--- config.mk ---
export PLATFORM = sky130hd
export DESIGN_NAME = cmp_filter_irq
export DESIGN_NICKNAME = d
export VERILOG_FILES = /design/src/rtl/cmp_filter_pkg.sv /design/src/rtl/cmp_filter_datapath.sv /design/src/rtl/cmp_filter_ctrl.sv /design/src/rtl/cmp_filter_irq.sv
export SDC_FILE = /design/constraint.sdc
export NUM_CORES = 1
export LEC_CHECK = 0
export CAP_MARGIN = 20
export CORE_MARGIN = 5
export CORE_UTILIZATION = 52
export CTS_CLUSTER_DIAMETER = 50
export CTS_CLUSTER_SIZE = 25
export DETAILED_ROUTE_END_ITERATION = 8
export HOLD_SLACK_MARGIN = 0.12
export PLACE_DENSITY = 0.9
export RECOVER_POWER = 25
export SLEW_MARGIN = 20
export SYNTH_ARGS = -nofsm -noshare
export SYNTH_HDL_FRONTEND = slang
export SYNTH_HIERARCHICAL = 1
export SYNTH_SLANG_ARGS = --single-unit
--- constraint.sdc ---
create_clock -name clk -period 3.3 [get_ports clk]
set_input_delay 0.66 -clock clk [delete_from_list [all_inputs] [get_ports clk]]
set_output_delay 0.66 -clock clk [all_outputs]
set_load 0.01 [all_outputs]
--- src/rtl/cmp_filter_pkg.sv ---
package cmp_filter_pkg;

  // Strobes handed from the control side to the datapath each cycle
  typedef struct packed {
    logic sampleTick;  // filter takes a sample this cycle
    logic holdClr;     // channel disabled: clear all history
  } cmpStrobe_t;

  typedef enum logic [1:0] {
    EDGE_ANY  = 2'd0,
    EDGE_RISE = 2'd1,
    EDGE_FALL = 2'd2,
    EDGE_RSV  = 2'd3
  } edgeMode_t;

endpackage

--- src/rtl/cmp_filter_datapath.sv ---
module cmp_filter_datapath
  import cmp_filter_pkg::*;
#(
  parameter int SYNC_STAGES = 2,
  parameter int RUN_LOG_MAX = 6
) (
  input  logic       clk,
  input  logic       rst_n,
  input  logic       cmpRaw,
  input  logic       invertEn,
  input  logic [2:0] filtCode,
  input  logic       pinSelFilt,
  input  cmpStrobe_t strobes,
  output logic       statusOut,
  output logic       condOut,
  output logic       pinOut
);
  localparam int RUN_W = RUN_LOG_MAX + 1;

  logic [SYNC_STAGES-1:0] syncQ;
  logic                   condRaw;
  logic                   filtReg;
  logic [RUN_W-1:0]       runCnt;
  logic [RUN_W-1:0]       runNext;
  logic [RUN_W-1:0]       runLimit;
  logic                   bypass;

  // Synchronizer chain, cleared while the channel is disabled
  always_ff @(posedge clk or negedge rst_n) begin
    if (!rst_n)               syncQ <= '0;
    else if (strobes.holdClr) syncQ <= '0;
    else                      syncQ <= {syncQ[SYNC_STAGES-2:0], cmpRaw};
  end

  assign condRaw = !strobes.holdClr && (syncQ[SYNC_STAGES-1] ^ invertEn);
  assign bypass  = (filtCode == 3'd0);

  // Required run length: 1 << (code - 1)
  always_comb begin
    runLimit = RUN_W'(1);
    if (!bypass) runLimit = RUN_W'(1) << (filtCode - 3'd1);
  end
  assign runNext = runCnt + RUN_W'(1);

  always_ff @(posedge clk or negedge rst_n) begin
    if (!rst_n) begin
      filtReg <= 1'b0;
      runCnt  <= '0;
    end else if (strobes.holdClr) begin
      filtReg <= 1'b0;
      runCnt  <= '0;
    end else if (bypass) begin
      filtReg <= condRaw;
      runCnt  <= '0;
    end else if (strobes.sampleTick) begin
      if (condRaw == filtReg) begin
        runCnt <= '0;
      end else if (runNext >= runLimit) begin
        filtReg <= condRaw;
        runCnt  <= '0;
      end else begin
        runCnt <= runNext;
      end
    end
  end

  assign condOut   = !strobes.holdClr && (bypass ? condRaw : filtReg);
  assign statusOut = condRaw;
  assign pinOut    = pinSelFilt ? condOut : condRaw;

  // The filter register may only move on a sample strobe
  p_filt_waits_tick_r3 : assert property (@(posedge clk) disable iff (!rst_n)
    (!bypass && !strobes.sampleTick && !strobes.holdClr) |=> (filtReg == $past(filtReg)));

  // A disabled channel leaves an empty synchronizer behind
  p_sync_cleared_r9 : assert property (@(posedge clk) disable iff (!rst_n)
    strobes.holdClr |=> (syncQ == '0));

endmodule

--- src/rtl/cmp_filter_ctrl.sv ---
module cmp_filter_ctrl
  import cmp_filter_pkg::*;
#(
  parameter int DIV_W = 2
) (
  input  logic       clk,
  input  logic       rst_n,
  input  logic       enable,
  input  logic [1:0] clkDivCode,
  input  logic [1:0] edgeSel,
  input  logic       irqEnable,
  input  logic       flagClr,
  input  logic       condOut,
  output cmpStrobe_t strobes,
  output logic       flag,
  output logic       irq
);
  logic [DIV_W-1:0] divCnt;
  logic [DIV_W-1:0] divLast;
  logic             tick;
  logic             prevQ;
  logic             primedQ;
  logic             rise;
  logic             fall;
  logic             edgeHit;
  logic             edgeMatch;
  edgeMode_t        mode;

  // Divider: reserved code falls back to full rate
  always_comb begin
    unique case (clkDivCode)
      2'd1:    divLast = DIV_W'(1);
      2'd2:    divLast = DIV_W'(3);
      default: divLast = '0;
    endcase
  end
  assign tick = (divCnt >= divLast);

  always_ff @(posedge clk or negedge rst_n) begin
    if (!rst_n)       divCnt <= '0;
    else if (!enable) divCnt <= '0;
    else if (tick)    divCnt <= '0;
    else              divCnt <= divCnt + DIV_W'(1);
  end

  assign strobes.sampleTick = enable && tick;
  assign strobes.holdClr    = !enable;

  // Edge history is only valid after one enabled cycle
  always_ff @(posedge clk or negedge rst_n) begin
    if (!rst_n) begin
      prevQ   <= 1'b0;
      primedQ <= 1'b0;
    end else if (!enable) begin
      prevQ   <= 1'b0;
      primedQ <= 1'b0;
    end else begin
      prevQ   <= condOut;
      primedQ <= 1'b1;
    end
  end

  assign mode = edgeMode_t'(edgeSel);
  assign rise = condOut && !prevQ;
  assign fall = !condOut && prevQ;

  always_comb begin
    unique case (mode)
      EDGE_RISE: edgeMatch = rise;
      EDGE_FALL: edgeMatch = fall;
      default:   edgeMatch = rise || fall;
    endcase
  end
  assign edgeHit = enable && primedQ && edgeMatch;

  // Hardware set has priority over the software clear
  always_ff @(posedge clk or negedge rst_n) begin
    if (!rst_n)       flag <= 1'b0;
    else if (edgeHit) flag <= 1'b1;
    else if (flagClr) flag <= 1'b0;
  end

  assign irq = flag && irqEnable;

  p_flag_sticky_r5 : assert property (@(posedge clk) disable iff (!rst_n)
    (flag && !flagClr) |=> flag);

  p_clear_then_low_r5 : assert property (@(posedge clk) disable iff (!rst_n)
    (flagClr && !edgeHit) |=> !flag);

  p_no_set_when_off_r10 : assert property (@(posedge clk) disable iff (!rst_n)
    (!enable && !flag) |=> !flag);

  p_quarter_rate_gap_r3 : assert property (@(posedge clk) disable iff (!rst_n)
    (strobes.sampleTick && clkDivCode == 2'd2) |=> (clkDivCode != 2'd2 || !strobes.sampleTick));

endmodule

--- src/rtl/cmp_filter_irq.sv ---
module cmp_filter_irq
  import cmp_filter_pkg::*;
#(
  parameter int SYNC_STAGES = 2,
  parameter int RUN_LOG_MAX = 6,
  parameter int DIV_W       = 2
) (
  input  logic       clk,
  input  logic       rst_n,
  input  logic       cmpRaw,
  input  logic       enable,
  input  logic       invertEn,
  input  logic [2:0] filtCode,
  input  logic [1:0] clkDivCode,
  input  logic [1:0] edgeSel,
  input  logic       pinSelFilt,
  input  logic       irqEnable,
  input  logic       flagClr,
  output logic       statusOut,
  output logic       filtOut,
  output logic       pinOut,
  output logic       flag,
  output logic       irq
);
  cmpStrobe_t strobes;
  logic       condOut;

  cmp_filter_ctrl #(
    .DIV_W(DIV_W)
  ) u_ctrl (
    .clk       (clk),
    .rst_n     (rst_n),
    .enable    (enable),
    .clkDivCode(clkDivCode),
    .edgeSel   (edgeSel),
    .irqEnable (irqEnable),
    .flagClr   (flagClr),
    .condOut   (condOut),
    .strobes   (strobes),
    .flag      (flag),
    .irq       (irq)
  );

  cmp_filter_datapath #(
    .SYNC_STAGES(SYNC_STAGES),
    .RUN_LOG_MAX(RUN_LOG_MAX)
  ) u_dp (
    .clk       (clk),
    .rst_n     (rst_n),
    .cmpRaw    (cmpRaw),
    .invertEn  (invertEn),
    .filtCode  (filtCode),
    .pinSelFilt(pinSelFilt),
    .strobes   (strobes),
    .statusOut (statusOut),
    .condOut   (condOut),
    .pinOut    (pinOut)
  );

  assign filtOut = condOut;

  // Disabled channel shows nothing at its level outputs
  p_off_outputs_low_r9 : assert property (@(posedge clk) disable iff (!rst_n)
    !enable |-> (!statusOut && !filtOut && !pinOut));

endmodule

* Yosys cells after proc, flatten, opt, wreduce, memory -nomap -nowiden
Cells that the tools add are included.
** Storage, ports and cells
- Register bits :: 15
- Output and inout bits :: 5
** Cells by class
- $add $sub $neg :: 3
- Magnitude comparators :: 2
- Eq/ne operators :: 8
- Shift-type cells :: 1
- Mux-type cells :: 22
- Bitwise logic cells :: 1
- Reductions and logical operators :: 14
** Operator list (count)
- 7-bit 2-to-1 mux :: 6
- 1-bit 2-to-1 mux :: 11
- 1-bit logical AND :: 8
- 7-bit by 1-bit adder with 7-bit output (second input constant) :: 1
- 7-bit >= comparator :: 1
- 1-bit by 3-bit << shifter with 7-bit output (first input constant) :: 1
- 2-bit 2-to-1 mux :: 3
- 3-bit by 1-bit != test with 1-bit output (second input constant) :: 2
- 2-bit by 1-bit equality test with 1-bit output (second input constant) :: 2
- 2-bit equality test (second input constant) :: 2
- 2-bit case mux with 2 select lines :: 1
- 3-bit logical NOT :: 1
- 3-bit by 2-bit != test with 1-bit output (second input constant) :: 1
- 3-bit AND reduction :: 1
- 3-bit by 1-bit subtractor with 3-bit output (second input constant) :: 1
- 2-bit by 1-bit adder with 2-bit output (second input constant) :: 1
- 2-bit >= comparator :: 1
- 1-bit logical NOT :: 2
- 1-bit case mux with 2 select lines :: 1
- 2-bit nonzero test :: 1
- 1-bit equality test :: 1
- 1-bit logical OR :: 1
- 1-bit XOR :: 1

* Logic depth before layout (Yosys ltp)
Gate-level depths: netlist of the first run.
- Depth after elaboration :: 10
- Depth in mapped cells :: 11
- Gate-level depth less buffers :: 11

* By module
The synthesis of the first run kept the hierarchy.
** Modules (own cells, without submodules)
- cmp_filter_datapath :: times used 1, cells an instance 81, area an instance 812.0 µm²
- cmp_filter_ctrl :: times used 1, cells an instance 34, area an instance 331.6 µm²

* Worst setup path after synthesis of the first run
No wires, ideal clock.
- Path type :: input -> register
- Start point :: input port filtCode[1]
- End point :: register u_dp.filtReg
- Arrival time :: 2300 ps
- Setup slack :: 875 ps
- Stages on the path :: 6
- Buffers on the path :: 0
- Cell sequence :: or3b_2 ha_1 nand4_1 o31a_4 a21oi_2 mux2_4
** On the way
- Word-level cells in the longest chain between the ends :: 6
- Elaborated cells between the ends (all ways) :: 11
- Those cells by class :: 1 x add/sub; 1 x order compare; 3 x eq/ne; 1 x shift; 3 x mux; 2 x reduce/logical
** RTL lines
- from (decl) :: RTL line cmp_filter_irq.sv:13 : input logic [2:0] filtCode,
- 3-bit by 1-bit subtractor with 3-bit output :: RTL line cmp_filter_datapath.sv:41 : if (!bypass) runLimit = RUN_W'(1) << (filtCode - 3'd1);
- 1-bit by 3-bit << shifter with 7-bit output :: RTL line cmp_filter_datapath.sv:41
- 7-bit 2-to-1 mux :: RTL line cmp_filter_datapath.sv:41
- 7-bit >= comparator :: RTL line cmp_filter_datapath.sv:58 : end else if (runNext >= runLimit) begin
- 3-bit by 1-bit != test with 1-bit output (no source line)
- 3-bit AND reduction (no source line)
- to (signal assigned) :: RTL line cmp_filter_datapath.sv:53 : filtReg <= condRaw;
- to (signal assigned) :: RTL line cmp_filter_datapath.sv:59 : filtReg <= condRaw;
- to (decl) :: RTL line cmp_filter_datapath.sv:22 : logic filtReg;
Parallel ways exist; a longest one is shown, timed or not.
A chain may end at the register's enable or synchronous reset.

* Final worst setup path of the first run
- Start point :: input port enable
- End point :: output port filtOut
** On the way
- Word-level cells in the longest chain between the ends :: 3
** RTL lines
- from (decl) :: RTL line cmp_filter_irq.sv:11 : input logic enable,
- 1-bit logical AND :: RTL line cmp_filter_datapath.sv:35 : assign condRaw = !strobes.holdClr && (syncQ[SYNC_STAGES-1] ^ invertEn);
- 1-bit 2-to-1 mux :: RTL line cmp_filter_datapath.sv:67 : assign condOut = !strobes.holdClr && (bypass ? condRaw : filtReg);
- 1-bit logical AND (*) :: RTL line cmp_filter_datapath.sv:67
- to (decl) :: RTL line cmp_filter_irq.sv:20 : output logic filtOut,
Every way passes the cells marked *; elsewhere a longest branch is shown, timed or not.

==> results by group, run 1 <==
Min path
  – Hold/Removal Path Class: reg2reg

Synth
  – FF+latch count, synth: 15
  – Portion of the post-synthesis area used by sequential elements: 32.8%
  – Count of unique library cells instantiated by Yosys: 34
  – Xor and xnor area share after synthesis: 5.36%
  – Post-Synthesis Net Count: 145
  – Post-synthesis mux area share: 3.39%
  – Fraction of the mapped netlist area in compound gates: 12.9%
  – Fraction of registers with async set or reset after synthesis: 100%
  – Cell count after synthesis: 115
  – Area of the mapped netlist: 1140 um2
  – Dominant combinational cell family by area after synthesis: simple AND/OR/NAND/NOR gates
  – Post-synth EDFFs: 0
  – Number of warnings issued by yosys: 6
  – Arithmetic-cell share of the synthesized area counting full adders, half adders and majority gates: 16.4%
  – Syn avg cell area: 9.94 um2
  – Most used DFF post-synth: sky130_fd_sc_hd__dfrtp_1
  – Simple-gate share of the synthesized area: 25.2%

Drt
  – Pre-Repair DR Iteration Count: 4
  – Met1 wire length: 1010 um
  – Final Routed Wirelength: 2400 um
  – Uppermost layer routed: met4
  – Met2 WL post-DR: 1280 um
  – Met3 wirelength from detailed routing: 87 um
  – Detailed-route via count: 914
  – Iter 0 DRT Violations: 13
  – Number of remaining DRC errors: 0
  – Number of vias per cell: 5.44
  – Wirelength per Cell: 14.3 um
  – Number of nets with antenna violations after routing: 0

Floorplanning
  – Standard-cell rows: 17
  – Area inside the core boundary: 2150 um2
  – Initial standard-cell utilization of the core: 53.2%
  – Full die area: 3240 um2
  – Top Ports: 20
  – Horizontal die dimension: 56.9 um
  – Die extent in y: 56.9 um

STA
  – Worst slew slack as a fraction of its limit: 53.3%
  – Tightest Pin Transition: 0.699 ns
  – Max-slew violations: 0
  – Unrepaired setup endpoints after global routing: no
  – Final Setup Violations: 0
  – Maximum clock skew at final layout: 0.0119 ns
  – Final period demand of the worst path: 3.11 ns
  – Post-route fraction of the period consumed by the critical path: 94.4%
  – Post-route setup TNS: 0 ns
  – Timing-limited maximum frequency: 321 MHz
  – Final Hold Violating Endpoints: 0

Clocking
  – Max Root-Sink Buffers: 2
  – Clock tree from TritonCTS: done
  – Root buffer cell: sky130_fd_sc_hd__clkbuf_4
  – Post-CTS Hold Buffers: 0
  – Clock slew at reported path FFs: 0.09 ns
  – Number of sinks handled by clock tree synthesis: 15
  – H-tree Lvls: 1
  – Later-pin clock latency in the skew report: 0.28 ns
  – Number of buffers created by CTS: 3

Finish
  – Fraction of layout instances using a drive strength above 1: 12.9%
  – Cell area after layout: 1420 um2
  – Final Instance Count excl. Fillers: 168
  – Area growth from synthesis to final layout: 23.7%
  – Commonest non-fill, non-tap cell in the layout: sky130_fd_sc_hd__clkdlybuf4s50_1
  – # nets final: 171
  – Number of diodes: 0
  – Top library cells by usage in the layout, fill and taps aside: 18 x sky130_fd_sc_hd__clkdlybuf4s50_1, 15 x sky130_fd_sc_hd__ha_1, 15 x sky130_fd_sc_hd__dfrtp_1, 12 x sky130_fd_sc_hd__inv_1, 8 x sky130_fd_sc_hd__nand2_1

Critical path
  – Critical setup path kind: in2out
  – Data arrival time at the worst-slack endpoint: 2.45 ns
  – Data required, critical path: 2.64 ns
  – Crit Path Max Fanout: 7
  – Worst setup EP type: output pin
  – Kind of launch point of the worst setup path: primary input

Placement
  – Final HPWL from detailed placement: 1920 um
  – Post-Place Cells: 164
  – Global placer's final weighted congestion: 0.826
  – Placed cell area: 1380 um2
  – I/O Buffers: 19

Global routing
  – Total congestion overflow: 0
  – First-pass GRT wire length: 4150 um
  – Pin count of the biggest net entering global routing: 16
  – Number of antenna violations at the first check in global routing: 0
  – Total GRT Usage: 16.2%
  – Number of global-route vias before repair: 933

Power and ir drop
  – Worst IR drop on VDD: 0.251 mV
  – Pwr per Cell Area: 307 nW/um2
  – LEAKAGE: 0.684 nW
  – Total power after layout: 0.000434 W

Outcome
  – Outcome: finished, final reports clean

Run
  – Count of maximum capacitance violations: 0
-- sequential cells by signal, summed over array words and instances, names as in the netlist --
signal and count:
u_ctrl/divCnt 2, u_ctrl/flag 1, u_ctrl/prevQ 1, u_ctrl/primedQ 1
u_dp/filtReg 1, u_dp/runCnt 7, u_dp/syncQ 2
-- synth_stat cells (3+ instances only) --
| cell | number | area [um2] |
|---|---|---|
| sky130_fd_sc_hd__nor2_1 | 6 | 22.5 |
| sky130_fd_sc_hd__and2_1 | 5 | 31.3 |
| sky130_fd_sc_hd__nand3b_1 | 3 | 22.5 |
| sky130_fd_sc_hd__ha_1 | 15 | 188 |
| sky130_fd_sc_hd__nand3_1 | 6 | 30.0 |
| sky130_fd_sc_hd__xnor2_1 | 3 | 26.3 |
| sky130_fd_sc_hd__a41o_1 | 4 | 40.0 |
| sky130_fd_sc_hd__inv_1 | 12 | 45.0 |
| sky130_fd_sc_hd__xor2_1 | 4 | 35.0 |
| sky130_fd_sc_hd__nand2b_1 | 4 | 25.0 |
| sky130_fd_sc_hd__dfrtp_1 | 15 | 375 |
| sky130_fd_sc_hd__nand2_1 | 8 | 30.0 |
-- routing by layer --
metal	GRT usage [%]	vias up
li1	-	454
met1	18.6	439
met2	28.1	19
met3	3.68	2
met4	7.28	0
met5	0	-
-- area by class of cell --
class	instances	area [um2]
Tap cell	28	35.0
Sequential cell	15	375
Inverter	12	45.0
Multi-Input combinational cell	88	728
Timing Repair Buffer	21	205
Clock buffer	4	26.3
Fill cell	164	733
-- where the power goes --
group          switching, W  internal (W)
clock             0.0000575     0.0000469
sequential       0.00000807      0.000193
combinational     0.0000616     0.0000672
-- final timing paths --
kind	start	slack (ns)	cells past startpoint	end
min reg2reg	u_dp/syncQ[0]$_DFF_PN0_	0.47	1	u_dp/syncQ[1]$_DFF_PN0_
max reg2reg	u_dp/runCnt[0]$_DFFE_PN0P_	0.79	9	u_dp/filtReg$_DFFE_PN0P_
min	u_dp/syncQ[0]$_DFF_PN0_	0.47	1	u_dp/syncQ[1]$_DFF_PN0_
min in group asynchronous	rst_n	0.85	1	u_dp/runCnt[6]$_DFFE_PN0P_
max	enable	0.19	6	filtOut
max in group asynchronous	rst_n	1.99	1	u_dp/runCnt[0]$_DFFE_PN0P_
-- worst max-delay path: stages --
cell and delay (ns):
sky130_fd_sc_hd__clkdlybuf4s50_1 0.55, sky130_fd_sc_hd__inv_1 0.17, sky130_fd_sc_hd__nor2_4 0.23, sky130_fd_sc_hd__nand2_1 0.08, sky130_fd_sc_hd__o21ai_1 0.17, sky130_fd_sc_hd__clkdlybuf4s50_1 0.59
-- cell families (layout without fill, tap and decap cells) --
logic type                 count (synthesis)  after routing
and+or+nand+nor                           46             46
AOI/OAI and AO/OA                         17             17
adders and majority gates                 15             15
DFF                                       15             15
buffers and inverters                     12             37
xor gates and xnor gates                   7              7
muxes                                      3              3
-- metrics by stage --
stage	worst slack, ns	util [%]	hold slack [ns]
detailed placement	0.0878	64.4	0.468
floorplan	0.875	-	0.364
finish	0.186	65.9	0.470
CTS	0.0687	65.6	0.482
global route	0.109	65.9	0.506
global placement	0.149	64.4	0.443
-- what timing repair did --
action	CTS	global route
gates resized for setup	0	2
buffers inserted	0	0
setup endpoints to repair	0	1
(Power assumes the default switching activity.)
==> inputs of run 2 (changes only) <==
--- a/config.mk
+++ b/config.mk
@@ -6,16 +6,16 @@
 export NUM_CORES = 1
 export LEC_CHECK = 0
 export CAP_MARGIN = 20
+export CORE_ASPECT_RATIO = 1.2
 export CORE_MARGIN = 5
-export CORE_UTILIZATION = 52
+export CORE_UTILIZATION = 51
 export CTS_CLUSTER_DIAMETER = 50
 export CTS_CLUSTER_SIZE = 25
 export DETAILED_ROUTE_END_ITERATION = 8
 export HOLD_SLACK_MARGIN = 0.12
-export PLACE_DENSITY = 0.9
+export PLACE_DENSITY = 0.89
 export RECOVER_POWER = 25
 export SLEW_MARGIN = 20
 export SYNTH_ARGS = -nofsm -noshare
 export SYNTH_HDL_FRONTEND = slang
-export SYNTH_HIERARCHICAL = 1
 export SYNTH_SLANG_ARGS = --single-unit
==> run 2 against run 1 <==
Flip-flop and latch count stayed put. Die area is 1.7% lower. Register-to-register slack hardly changed. Critical path depth stayed put. Combinational power is 5% higher. Count of clock-buffer cells in the layout stayed put. Sequential power is 3% higher. Total power is 1.5% higher. Sequential share of layout area is 0.87 points higher. Largest cell class unchanged. Critical endpoint is now pinOut. Synthesized area is 4.0% lower. Final cell count is 3.6% lower. Non-clock buffer count is 2 higher.
==> results by group, run 2 <==
Critical path
  – Most common cell on crit path: sky130_fd_sc_hd__clkdlybuf4s50_1
  – Kind of launch point of the worst setup path: primary input
  – Worst setup EP type: output pin
  – Cell type of the slowest stage on the worst timing path: sky130_fd_sc_hd__clkdlybuf4s50_1
  – Worst-path cell chain: clkdlybuf4s50_1, or3_4, o21ai_2, nand2_1, o21ai_1, clkdlybuf4s50_1
  – Worst r2r path cells: 10
  – Data required, critical path: 2.64 ns
  – Crit path largest cell delay: 0.54 ns
  – Data arrival time at the worst-slack endpoint: 2.40 ns
  – Reg-to-reg startpoint: u_dp.runCnt[0]$_DFFE_PN0P_
  – Slack of the worst reg-to-reg path: 0.79 ns
  – Crit Path Max Fanout: 5
  – Crit Reg-Reg Endpoint: u_dp.filtReg$_DFFE_PN0P_
  – Critical setup path kind: in2out

Global routing
  – Number of antenna violations at the first check in global routing: 0
  – Total GRT Usage: 15.4%
  – Total congestion overflow: 0
  – First-pass GRT wire length: 3620 um
  – Pin count of the biggest net entering global routing: 16
  – Number of global-route vias before repair: 875

Placement
  – I/O Buffers: 19
  – Global placer's final weighted congestion: 0.703
  – Final HPWL from detailed placement: 1740 um
  – Placed cell area: 1340 um2

Synth
  – Portion of the post-synthesis area used by sequential elements: 34.2%
  – Cell count after synthesis: 106
  – Area of the mapped netlist: 1100 um2
  – FF+latch count, synth: 15
  – Count of unique library cells instantiated by Yosys: 35
  – Most frequent cells after synthesis: 15 x sky130_fd_sc_hd__dfrtp_1, 15 x sky130_fd_sc_hd__ha_1, 12 x sky130_fd_sc_hd__inv_1
  – Syn avg cell area: 10.4 um2
  – Post-synth EDFFs: 0
  – Largest cells by area after synthesis: sky130_fd_sc_hd__dfrtp_1 34%, sky130_fd_sc_hd__ha_1 17%, sky130_fd_sc_hd__inv_1 4.1%
  – Cell accounting for the most synthesized area: sky130_fd_sc_hd__dfrtp_1
  – Top cell type's share of synthesized area: 34.2%
  – Fraction of registers with async set or reset after synthesis: 100%
  – Post-Synthesis Net Count: 136
  – Most used DFF post-synth: sky130_fd_sc_hd__dfrtp_1
  – Number of warnings issued by yosys: 0

STA
  – Post-route fraction of the period consumed by the critical path: 92.8%
  – Final worst hold slack: 0.463 ns
  – Max-slew violations: 0
  – Final Setup Violations: 0
  – Tightest Pin Transition: 0.625 ns
  – Worst slew slack as a fraction of its limit: 58.2%
  – Final period demand of the worst path: 3.06 ns
  – Post-route setup TNS: 0 ns
  – Maximum clock skew at final layout: 0.000291 ns
  – Timing-limited maximum frequency: 327 MHz
  – Final Hold Violating Endpoints: 0
  – Unrepaired setup endpoints after global routing: no

Clocking
  – Later-pin clock latency in the skew report: 0.28 ns
  – Clock slew at reported path FFs: 0.08 ns
  – Root buffer cell: sky130_fd_sc_hd__clkbuf_4
  – Post CTS Setup Buffer Count: 0
  – Number of sinks handled by clock tree synthesis: 15
  – Max Root-Sink Buffers: 2
  – Number of gates given a new drive strength after cts: 0
  – Clock tree from TritonCTS: done
  – Number of buffers created by CTS: 3
  – H-tree Lvls: 1
  – Post-CTS Hold Buffers: 0

Finish
  – Final Util: 66.8%
  – Top library cells by usage in the layout, fill and taps aside: 17 x sky130_fd_sc_hd__clkdlybuf4s50_1, 15 x sky130_fd_sc_hd__ha_1, 15 x sky130_fd_sc_hd__dfrtp_1, 12 x sky130_fd_sc_hd__inv_1
  – Filler Cells Inserted: 164
  – Area growth from synthesis to final layout: 24.9%
  – Fraction of layout instances using a drive strength above 1: 14.4%
  – Sequential Area: 375 um2
  – Cell area after layout: 1370 um2
  – Largest regs: u_dp.runCnt (7), u_ctrl.divCnt (2), u_dp.syncQ (2)
  – Register name with the most flops: u_dp.runCnt
  – Multi-input combinational cell area: 666 um2
  – # nets final: 163
  – Commonest non-fill, non-tap cell in the layout: sky130_fd_sc_hd__clkdlybuf4s50_1
  – Number of diodes: 0
  – Flip-flop count of the largest register after layout: 7

Floorplanning
  – Die extent in y: 60.8 um
  – Top Ports: 20
  – Initial standard-cell utilization of the core: 53.5%
  – Full die area: 3180 um2
  – Horizontal die dimension: 52.3 um
  – Area inside the core boundary: 2050 um2
  – Standard-cell rows: 18

Min path
  – Sink of the worst hold path: u_dp.syncQ[1]$_DFF_PN0_
  – Min-delay src: u_dp.syncQ[0]$_DFF_PN0_
  – Hold/Removal Path Class: reg2reg
  – Hold Path Cell Cnt: 1

Drt
  – Wirelength per Cell: 13.1 um
  – Iter 0 DRT Violations: 13
  – Final Routed Wirelength: 2120 um
  – Number of vias per cell: 5.31
  – Number of nets with antenna violations after routing: 0
  – Detailed-route via count: 861
  – Pre-Repair DR Iteration Count: 4
  – Number of remaining DRC errors: 0

Power and ir drop
  – LEAKAGE: 0.651 nW
  – Worst IR drop on VDD: 0.157 mV
  – Pwr per Cell Area: 322 nW/um2

Run
  – Count of maximum capacitance violations: 0

Outcome
  – Outcome: finished, final reports clean
run 2: changes by cell type in the layout (fill, tap and decap cells not counted), sizes merged, moves of 2 or more:
cell	before	now
a21o	0	2
a22o	0	5
a41o	4	0
and2	5	3
and2b	2	0
buf	2	4
mux2i	2	0
nor2	7	5
o21ai	5	3
run 2: where the power goes:
| part | internal (W) | leakage, nW | switching, W |
|---|---|---|---|
| clock network | 0.0000469 | 0.0150 | 0.0000526 |
| logic | 0.0000698 | 0.434 | 0.0000652 |
| registers | 0.000195 | 0.202 | 0.0000113 |
| total | 0.000312 | 0.651 | 0.000129 |
run 2: layout make-up:
type,instances,area share (%)
Clock buffer,4,1.92
Inverter,12,3.29
Multi-Input combinational cell,78,48.6
Sequential cell,15,27.4
Tap cell,30,2.74
Timing Repair Buffer,23,16.1
run 2: logic make-up (layout without fill, tap and decap cells):
group	count (synthesis)	in the layout	synth area share, %
and+or+nand+nor	36	36	20.1
buffers and inverters	13	39	5.13
AOI/OAI and AO/OA	18	18	14.8
muxes	2	2	2.39
adders and majority gates	15	15	17.1
xor gates and xnor gates	7	7	6.27
DFF	15	15	34.2
run 2: worst max-delay path by stage:
stage	to	slack, ns	start	cells past startpoint
floorplan	u_dp.filtReg$_DFFE_PN0P_	0.99	clkDivCode[0]	8
CTS	pinOut	0.22	filtCode[0]	6
global placement	pinOut	0.26	filtCode[0]	6
finish	pinOut	0.24	filtCode[0]	6
global route	pinOut	0.13	filtCode[0]	6
detailed placement	pinOut	0.22	filtCode[0]	6
run 2: worst max-delay path, delay by kind of cell:
family / cells / cell delay, ns
AO/OA/AOI/OAI: 2 / 0.28
buffers and inverters: 2 / 0.96
AND/OR/NAND/NOR: 2 / 0.51
run 2: per-layer routing:
metal  part of all wire (%)  GRT usage [%]  wire, um
met5                      0              0         0
met4                    2.6           9.85        55
met3                    4.6           2.21        97
met2                     50           28.5      1060
met1                     43           16.0       909
run 2: through the flow:
| stage | power (W) | instances | worst slack (ns) |
|---|---|---|---|
| after floorplan | 0.000293 | 106 | 0.988 |
| after CTS | 0.000449 | 162 | 0.224 |
| after detailed placement | 0.000348 | 158 | 0.224 |
| after global routing | 0.000469 | 162 | 0.127 |
| after global placement | 0.000341 | 158 | 0.256 |
| final | 0.000441 | 162 | 0.237 |
==> inputs of run 3 (changes only) <==
--- a/config.mk
+++ b/config.mk
@@ -5,7 +5,6 @@
 export SDC_FILE = /design/constraint.sdc
 export NUM_CORES = 1
 export LEC_CHECK = 0
-export CAP_MARGIN = 20
 export CORE_ASPECT_RATIO = 1.2
 export CORE_MARGIN = 5
 export CORE_UTILIZATION = 51
==> results of run 3 <==
Same layout as run 2: the final DEF is identical, and so are final timing and power.
